`src/rtl/dram_map_pkg.sv`:
```
package dram_map_pkg;

  localparam int RC_W  = 11;  // row/column output width
  localparam int WIN_W = 24;  // bits inside one bank slot

  typedef enum logic [1:0] {
    SZ_1M  = 2'd0,
    SZ_4M  = 2'd1,
    SZ_16M = 2'd2,
    SZ_8M  = 2'd3
  } size_code_e;

  typedef struct packed {
    logic [3:0] row_bits;
    logic [3:0] col_bits;
    logic [4:0] cap_log2;
  } geom_t;

  // size code -> geometry (order of codes is not monotonic in capacity)
  function automatic geom_t decode_geom(input size_code_e code);
    geom_t g;
    case (code)
      SZ_1M:   g = '{row_bits: 4'd9,  col_bits: 4'd9,  cap_log2: 5'd20};
      SZ_4M:   g = '{row_bits: 4'd10, col_bits: 4'd10, cap_log2: 5'd22};
      SZ_8M:   g = '{row_bits: 4'd11, col_bits: 4'd10, cap_log2: 5'd23};
      default: g = '{row_bits: 4'd11, col_bits: 4'd11, cap_log2: 5'd24};
    endcase
    return g;
  endfunction

  // low-order mask of the given number of bits
  function automatic logic [RC_W-1:0] width_mask(input logic [3:0] nbits);
    logic [RC_W-1:0] m;
    for (int i = 0; i < RC_W; i++) m[i] = (i < int'(nbits));
    return m;
  endfunction

  // any slot-offset bit at or above the capacity set?
  function automatic logic beyond_cap(input logic [WIN_W-1:0] off,
                                      input logic [4:0]       cap);
    logic hit;
    hit = 1'b0;
    for (int i = 0; i < WIN_W; i++)
      if (i >= int'(cap) && off[i]) hit = 1'b1;
    return hit;
  endfunction

endpackage

```
`src/rtl/dram_cfg_select.sv`:
```
module dram_cfg_select #(
  parameter int NUM_BANKS = 4,
  parameter int CODE_W    = 2,
  localparam int BANK_W   = $clog2(NUM_BANKS),
  localparam int CFG_W    = NUM_BANKS * CODE_W
) (
  input  logic [CFG_W-1:0]  cfg_bus,
  input  logic [BANK_W-1:0] bank_sel,
  output logic [CODE_W-1:0] code_out
);

  logic [CODE_W-1:0] code_arr [NUM_BANKS];

  for (genvar g = 0; g < NUM_BANKS; g++) begin : g_field
    assign code_arr[g] = cfg_bus[g*CODE_W +: CODE_W];
  end

  assign code_out = code_arr[bank_sel];

endmodule

```
`src/rtl/dram_geom_decode.sv`:
```
module dram_geom_decode
  import dram_map_pkg::*;
(
  input  size_code_e       code_in,
  output logic [RC_W-1:0]  row_mask,
  output logic [RC_W-1:0]  col_mask,
  output logic [4:0]       cap_log2
);

  geom_t geom;

  always_comb begin
    geom     = decode_geom(code_in);
    row_mask = width_mask(geom.row_bits);
    col_mask = width_mask(geom.col_bits);
    cap_log2 = geom.cap_log2;
  end

endmodule

```
`src/rtl/dram_addr_slice.sv`:
```
module dram_addr_slice
  import dram_map_pkg::*;
#(
  parameter int ADDR_W  = 32,
  parameter int ROW_LSB = 13,
  parameter int COL_LSB = 2
) (
  input  logic [ADDR_W-1:0] addr,
  input  logic [RC_W-1:0]   row_mask,
  input  logic [RC_W-1:0]   col_mask,
  input  logic [4:0]        cap_log2,
  output logic [RC_W-1:0]   row_out,
  output logic [RC_W-1:0]   col_out,
  output logic              alias_out
);

  logic [ADDR_W-1:0] row_sh;
  logic [ADDR_W-1:0] col_sh;

  always_comb begin
    row_sh    = addr >> ROW_LSB;
    col_sh    = addr >> COL_LSB;
    row_out   = row_sh[RC_W-1:0] & row_mask;
    col_out   = col_sh[RC_W-1:0] & col_mask;
    alias_out = beyond_cap(addr[WIN_W-1:0], cap_log2);
  end

endmodule

```
`src/rtl/dram_addr_mapper.sv`:
```
module dram_addr_mapper
  import dram_map_pkg::*;
#(
  parameter int ADDR_W    = 32,
  parameter int NUM_BANKS = 4,
  parameter int CODE_W    = 2,
  parameter int ROW_LSB   = 13,
  parameter int COL_LSB   = 2,
  localparam int BANK_W   = $clog2(NUM_BANKS),
  localparam int BANK_LSB = WIN_W,
  localparam int TOP_LSB  = BANK_LSB + BANK_W,
  localparam int CFG_W    = NUM_BANKS * CODE_W
) (
  input  logic              clk,
  input  logic              rst_n,
  input  logic              req_valid,
  input  logic [ADDR_W-1:0] req_addr,
  input  logic [CFG_W-1:0]  bank_cfg,
  output logic [BANK_W-1:0] map_bank,
  output logic              map_hit,
  output logic [RC_W-1:0]   map_row,
  output logic [RC_W-1:0]   map_col,
  output logic              map_alias
);

  // ---- named internal events ----
  logic [BANK_W-1:0] cur_bank;
  logic              in_range;
  logic              cur_hit;
  logic [CODE_W-1:0] cur_code_raw;
  size_code_e        cur_code;
  logic [RC_W-1:0]   cur_row_mask;
  logic [RC_W-1:0]   cur_col_mask;
  logic [4:0]        cur_cap;
  logic [RC_W-1:0]   cur_row;
  logic [RC_W-1:0]   cur_col;
  logic              cur_alias;
  size_code_e        q_code;

  assign cur_bank = req_addr[BANK_LSB +: BANK_W];
  assign in_range = (req_addr[ADDR_W-1:TOP_LSB] == '0);
  assign cur_hit  = req_valid & in_range;

  dram_cfg_select #(.NUM_BANKS(NUM_BANKS), .CODE_W(CODE_W)) cfg_sel_i (
    .cfg_bus  (bank_cfg),
    .bank_sel (cur_bank),
    .code_out (cur_code_raw)
  );

  assign cur_code = size_code_e'(cur_code_raw);

  dram_geom_decode geom_i (
    .code_in  (cur_code),
    .row_mask (cur_row_mask),
    .col_mask (cur_col_mask),
    .cap_log2 (cur_cap)
  );

  dram_addr_slice #(.ADDR_W(ADDR_W), .ROW_LSB(ROW_LSB), .COL_LSB(COL_LSB)) slice_i (
    .addr      (req_addr),
    .row_mask  (cur_row_mask),
    .col_mask  (cur_col_mask),
    .cap_log2  (cur_cap),
    .row_out   (cur_row),
    .col_out   (cur_col),
    .alias_out (cur_alias)
  );

  // ---- output stage (R11 async reset) ----
  always_ff @(posedge clk or negedge rst_n) begin
    if (!rst_n) begin
      map_bank  <= '0;
      map_hit   <= 1'b0;
      map_row   <= '0;
      map_col   <= '0;
      map_alias <= 1'b0;
      q_code    <= SZ_1M;
    end else begin
      map_bank  <= cur_bank;
      map_hit   <= cur_hit;
      map_row   <= cur_row;
      map_col   <= cur_col;
      map_alias <= cur_alias;
      q_code    <= cur_code;
    end
  end

  // ---- assertions ----
  p_bank_track_r1: assert property (@(posedge clk) disable iff (!rst_n)
    $past(rst_n) |-> map_bank == $past(req_addr[BANK_LSB +: BANK_W]));

  p_hit_gate_r10: assert property (@(posedge clk) disable iff (!rst_n)
    $past(rst_n) |-> map_hit == ($past(req_valid) && $past(req_addr[ADDR_W-1:TOP_LSB]) == '0));

  p_small_geom_r3: assert property (@(posedge clk) disable iff (!rst_n)
    q_code == SZ_1M |-> (map_row[RC_W-1:9] == '0 && map_col[RC_W-1:9] == '0));

  p_mid_geom_r4: assert property (@(posedge clk) disable iff (!rst_n)
    q_code == SZ_4M |-> (map_row[RC_W-1] == 1'b0 && map_col[RC_W-1] == 1'b0));

  p_col_width_r6: assert property (@(posedge clk) disable iff (!rst_n)
    q_code == SZ_8M |-> map_col[RC_W-1] == 1'b0);

  p_full_no_alias_r9: assert property (@(posedge clk) disable iff (!rst_n)
    q_code == SZ_16M |-> !map_alias);

  p_reset_clear_r11: assert property (@(posedge clk)
    !rst_n |-> (!map_hit && !map_alias && map_row == '0 && map_col == '0));

endmodule

```
`config.mk`:
```
export PLATFORM = sky130hd
export DESIGN_NAME = dram_addr_mapper
export DESIGN_NICKNAME = d
export VERILOG_FILES = /design/src/rtl/dram_map_pkg.sv /design/src/rtl/dram_cfg_select.sv /design/src/rtl/dram_geom_decode.sv /design/src/rtl/dram_addr_slice.sv /design/src/rtl/dram_addr_mapper.sv
export SDC_FILE = /design/constraint.sdc
export NUM_CORES = 1
export LEC_CHECK = 0
export BUFFER_PORTS_ARGS = -buffer_cell sky130_fd_sc_hd__buf_2
export CORE_MARGIN = 2
export CORE_UTILIZATION = 35
export DETAILED_ROUTE_END_ITERATION = 16
export GPL_TIMING_DRIVEN = 0
export HOLD_SLACK_MARGIN = 0.08
export SYNTH_ARGS = -nofsm -noshare
export SYNTH_HDL_FRONTEND = slang
export SYNTH_HIERARCHICAL = 1
export SYNTH_SLANG_ARGS = --single-unit
export TNS_END_PERCENT = 5
```
`constraint.sdc`:
```
create_clock -name clk -period 0.8 [get_ports clk]
set_clock_uncertainty 0.05 [all_clocks]
set_input_delay 0.12 -clock clk [delete_from_list [all_inputs] [get_ports clk]]
set_output_delay 0.12 -clock clk [all_outputs]
set_load 0.05 [all_outputs]
```
==> impl_metrics.yaml <==
run_status:
  status: "complete, but fails checks"
  violations: "hold timing, setup timing"
place:
  gp_congestion: 0.837
  dpl_worst_slack_ns: -1.04
  dp_hpwl_mm: 2.21
  io_buffers: 68
timing:
  slew_headroom: 0.618
  maxSlewViolCount: 0
  holdWs_ns: -0.212
  fin_ws_ns: -0.649
  hold_viol: 26
  fmaxAchievable_ghz: 0.690
  tns_ns: -6.30
  final-setup-viol-count: 32
  rsz0062_at_grt: "true"
  worst_pin_slew_ns: 0.573
  post-route-min-period_ns: 1.45
  finalCritPeriodShare: 1.81
detailed_routing:
  drc: 0
  viasPerCell: 4.18
  wl_per_cell_um: 10.7
  wl_mm: 3.05
  vias: 1195
  ant_nets: 0
  drt_iter0_markers: 58
  drt_pre_antenna_iters: 4
floorplanning:
  core.rowCount: 22
  die_w_um: 66.4
  die_area_um2: 4400
  ios: 69
  start_util: 0.369
  core-area_um2: 3690
  dieHeight_um: 66.4
finish:
  fillCellCount: 317
  area_delta_synth_final_pct: 66.0
  diodes: 0
  drive_gt1_frac: 0.513
  regArea_um2: 651
  multi_input_area_um2: 602
  fin_util: 0.613
  nets: 282
cts:
  clkTransAtPathRegs_ns: 0.09
  htreeDepth: 1
  cts.sinks: 26
  tritoncts: "done"
  clock_path_buffers: 2
  root_buffer: "clkbuf_8"
  cts_buffers: 3
worst_setup_path:
  end_kind: "flip-flop"
  crit_path_cell_trace: "buf_8, mux4_2, nand2b_1, buf_6, inv_2, a21oi_2, o21ai_2, a211oi_2, o2111ai_1"
  crit_arrival_ns: 1.53
  start_kind: "input port"
  path_class: "input port to flip-flop"
  startpoint: "req_addr[24]"
  worstPathRequired_ns: 0.88
  cpMaxStageDelayCell: "mux4_2"
  max_stage_delay_ns: 0.52
  crit_fanout: 6
global_route:
  grt.met1_usage: 0.180
  grt_pass1_vias: 1244
  groute.usage.overall: 0.154
  grt_max_degree: 27
  grt_pass1_wl_mm: 5.20
  grtUsageMet3: 0.0392
  use_met2: 0.281
  grt_overflow_total: 0
  top_usage_layer: "met2"
  antenna_found_initial: 0
logic_synthesis:
  synth-seq-cells: 26
  yosysTopAreaCellShare: 0.478
  synth_cell_types: 31
  yosysWarnings: 6
  synth_top_cell_by_area: "dfrtp_1"
  synth_edf_count: 0
  synth_area_um2: 1360
  seq_area_frac_synth: 0.478
  synthArstFlopShare: 1.00
  avgSynthCellArea_um2: 10.4
  ys_top_cells_by_area: "dfrtp_1 (48%), buf_4 (13%), and2_1 (10%)"
  synth_ff_type: "dfrtp_1"
  synth_common_cells: "dfrtp_1 (26), buf_4 (23), and2_1 (22)"
  yosysMostFrequentCell: "dfrtp_1"
  synth_cells: 131
min_path:
  hp-class: "input port to async pin"
pwr:
  p_leak_uw: 0.00115
  power_uw: 3380
  ir_drop_v: 0.000715
  p_per_area_nw_per_um2: 1500
flow_run:
  max-cap-violations: 0
==> layer usage <==
| layer | part of all wire | wire length (um) | vias up |
|---|---|---|---|
| met1 | 0.42 | 1290 | 532 |
| met2 | 0.48 | 1480 | 51 |
| li1 | - | - | 612 |
| met4 | 0 | 0 | 0 |
| met3 | 0.093 | 283 | 0 |
| met5 | 0 | 0 | - |
==> how the worst max path moves through the flow <==
| stage | end | slack [ns] | depth (start not counted) |
|---|---|---|---|
| 2_1_floorplan | map_alias$_DFF_PN0_ | -0.74 | 8 |
| 3_3_place_gp | map_alias$_DFF_PN0_ | -1.04 | 9 |
| 3_5_place_dp | map_alias$_DFF_PN0_ | -1.04 | 9 |
| 4_1_cts | map_alias$_DFF_PN0_ | -0.64 | 9 |
| 5_1_grt | map_alias$_DFF_PN0_ | -0.77 | 9 |
| 6_report | map_alias$_DFF_PN0_ | -0.65 | 9 |
==> flip-flops by register name, summed over array words and instances (netlist names) <==
register / flops
map_bank: 2
map_row: 11
map_col: 11
map_alias: 1
map_hit: 1
==> metrics by stage <==
| step | cells | instance area, um2 |
|---|---|---|
| floorplan | 149 | 1440 |
| finish | 286 | 2260 |
| CTS | 285 | 2220 |
| global placement | 265 | 1840 |
| global route | 286 | 2260 |
| detailed placement | 265 | 1840 |
==> area by class of cell <==
class | instances | share of cell area
buffer | 27 | 0.0919
clock buffer | 4 | 0.0244
inverter | 3 | 0.00498
multi-input combinational | 93 | 0.266
sequential | 26 | 0.288
tap | 48 | 0.0266
timing repair buffer | 85 | 0.298
==> worst max-delay path: cells and delay by family <==
| kind | cells | cell delay, ns |
|---|---|---|
| mux | 1 | 0.52 |
| compound gates | 4 | 0.51 |
| buf+inv | 3 | 0.26 |
| simple gates | 1 | 0.11 |
==> timing repair <==
action,CTS,global route
pin swaps,6,4
setup endpoints to repair,31,36
hold buffers,9,1
hold endpoints to repair,50,39
setup buffers,7,0
resized for setup,60,8
==> power by group <==
group | total [uW] | switching, uW | internal, uW
clock | 835 | 395 | 439
sequential | 1410 | 32.2 | 1380
combinational | 1130 | 587 | 543
total | 3380 | 1010 | 2360
==> cells in the final DEF, fill, tap and decap left out, types with 4 or more instances in the layout <==
master	count
a21oi_1	7
and2_1	20
buf_2	41
buf_4	29
buf_6	29
clkbuf_8	4
conb_1	19
dfrtp_1	26
dlygate4sd3_1	7
nor2_1	7
==> cells by family (layout without fill, tap and decap cells) <==
group                  Yosys count  in the layout  synth area share
AND/OR/NAND/NOR                 48             48             0.203
other                            1             19           0.00275
AO/OA/AOI/OAI                   24             24             0.120
flip-flops                      26             26             0.478
multiplexers                     2              2            0.0386
buffers and inverters           30            119             0.157
Power figures use the tool's default switching activity.
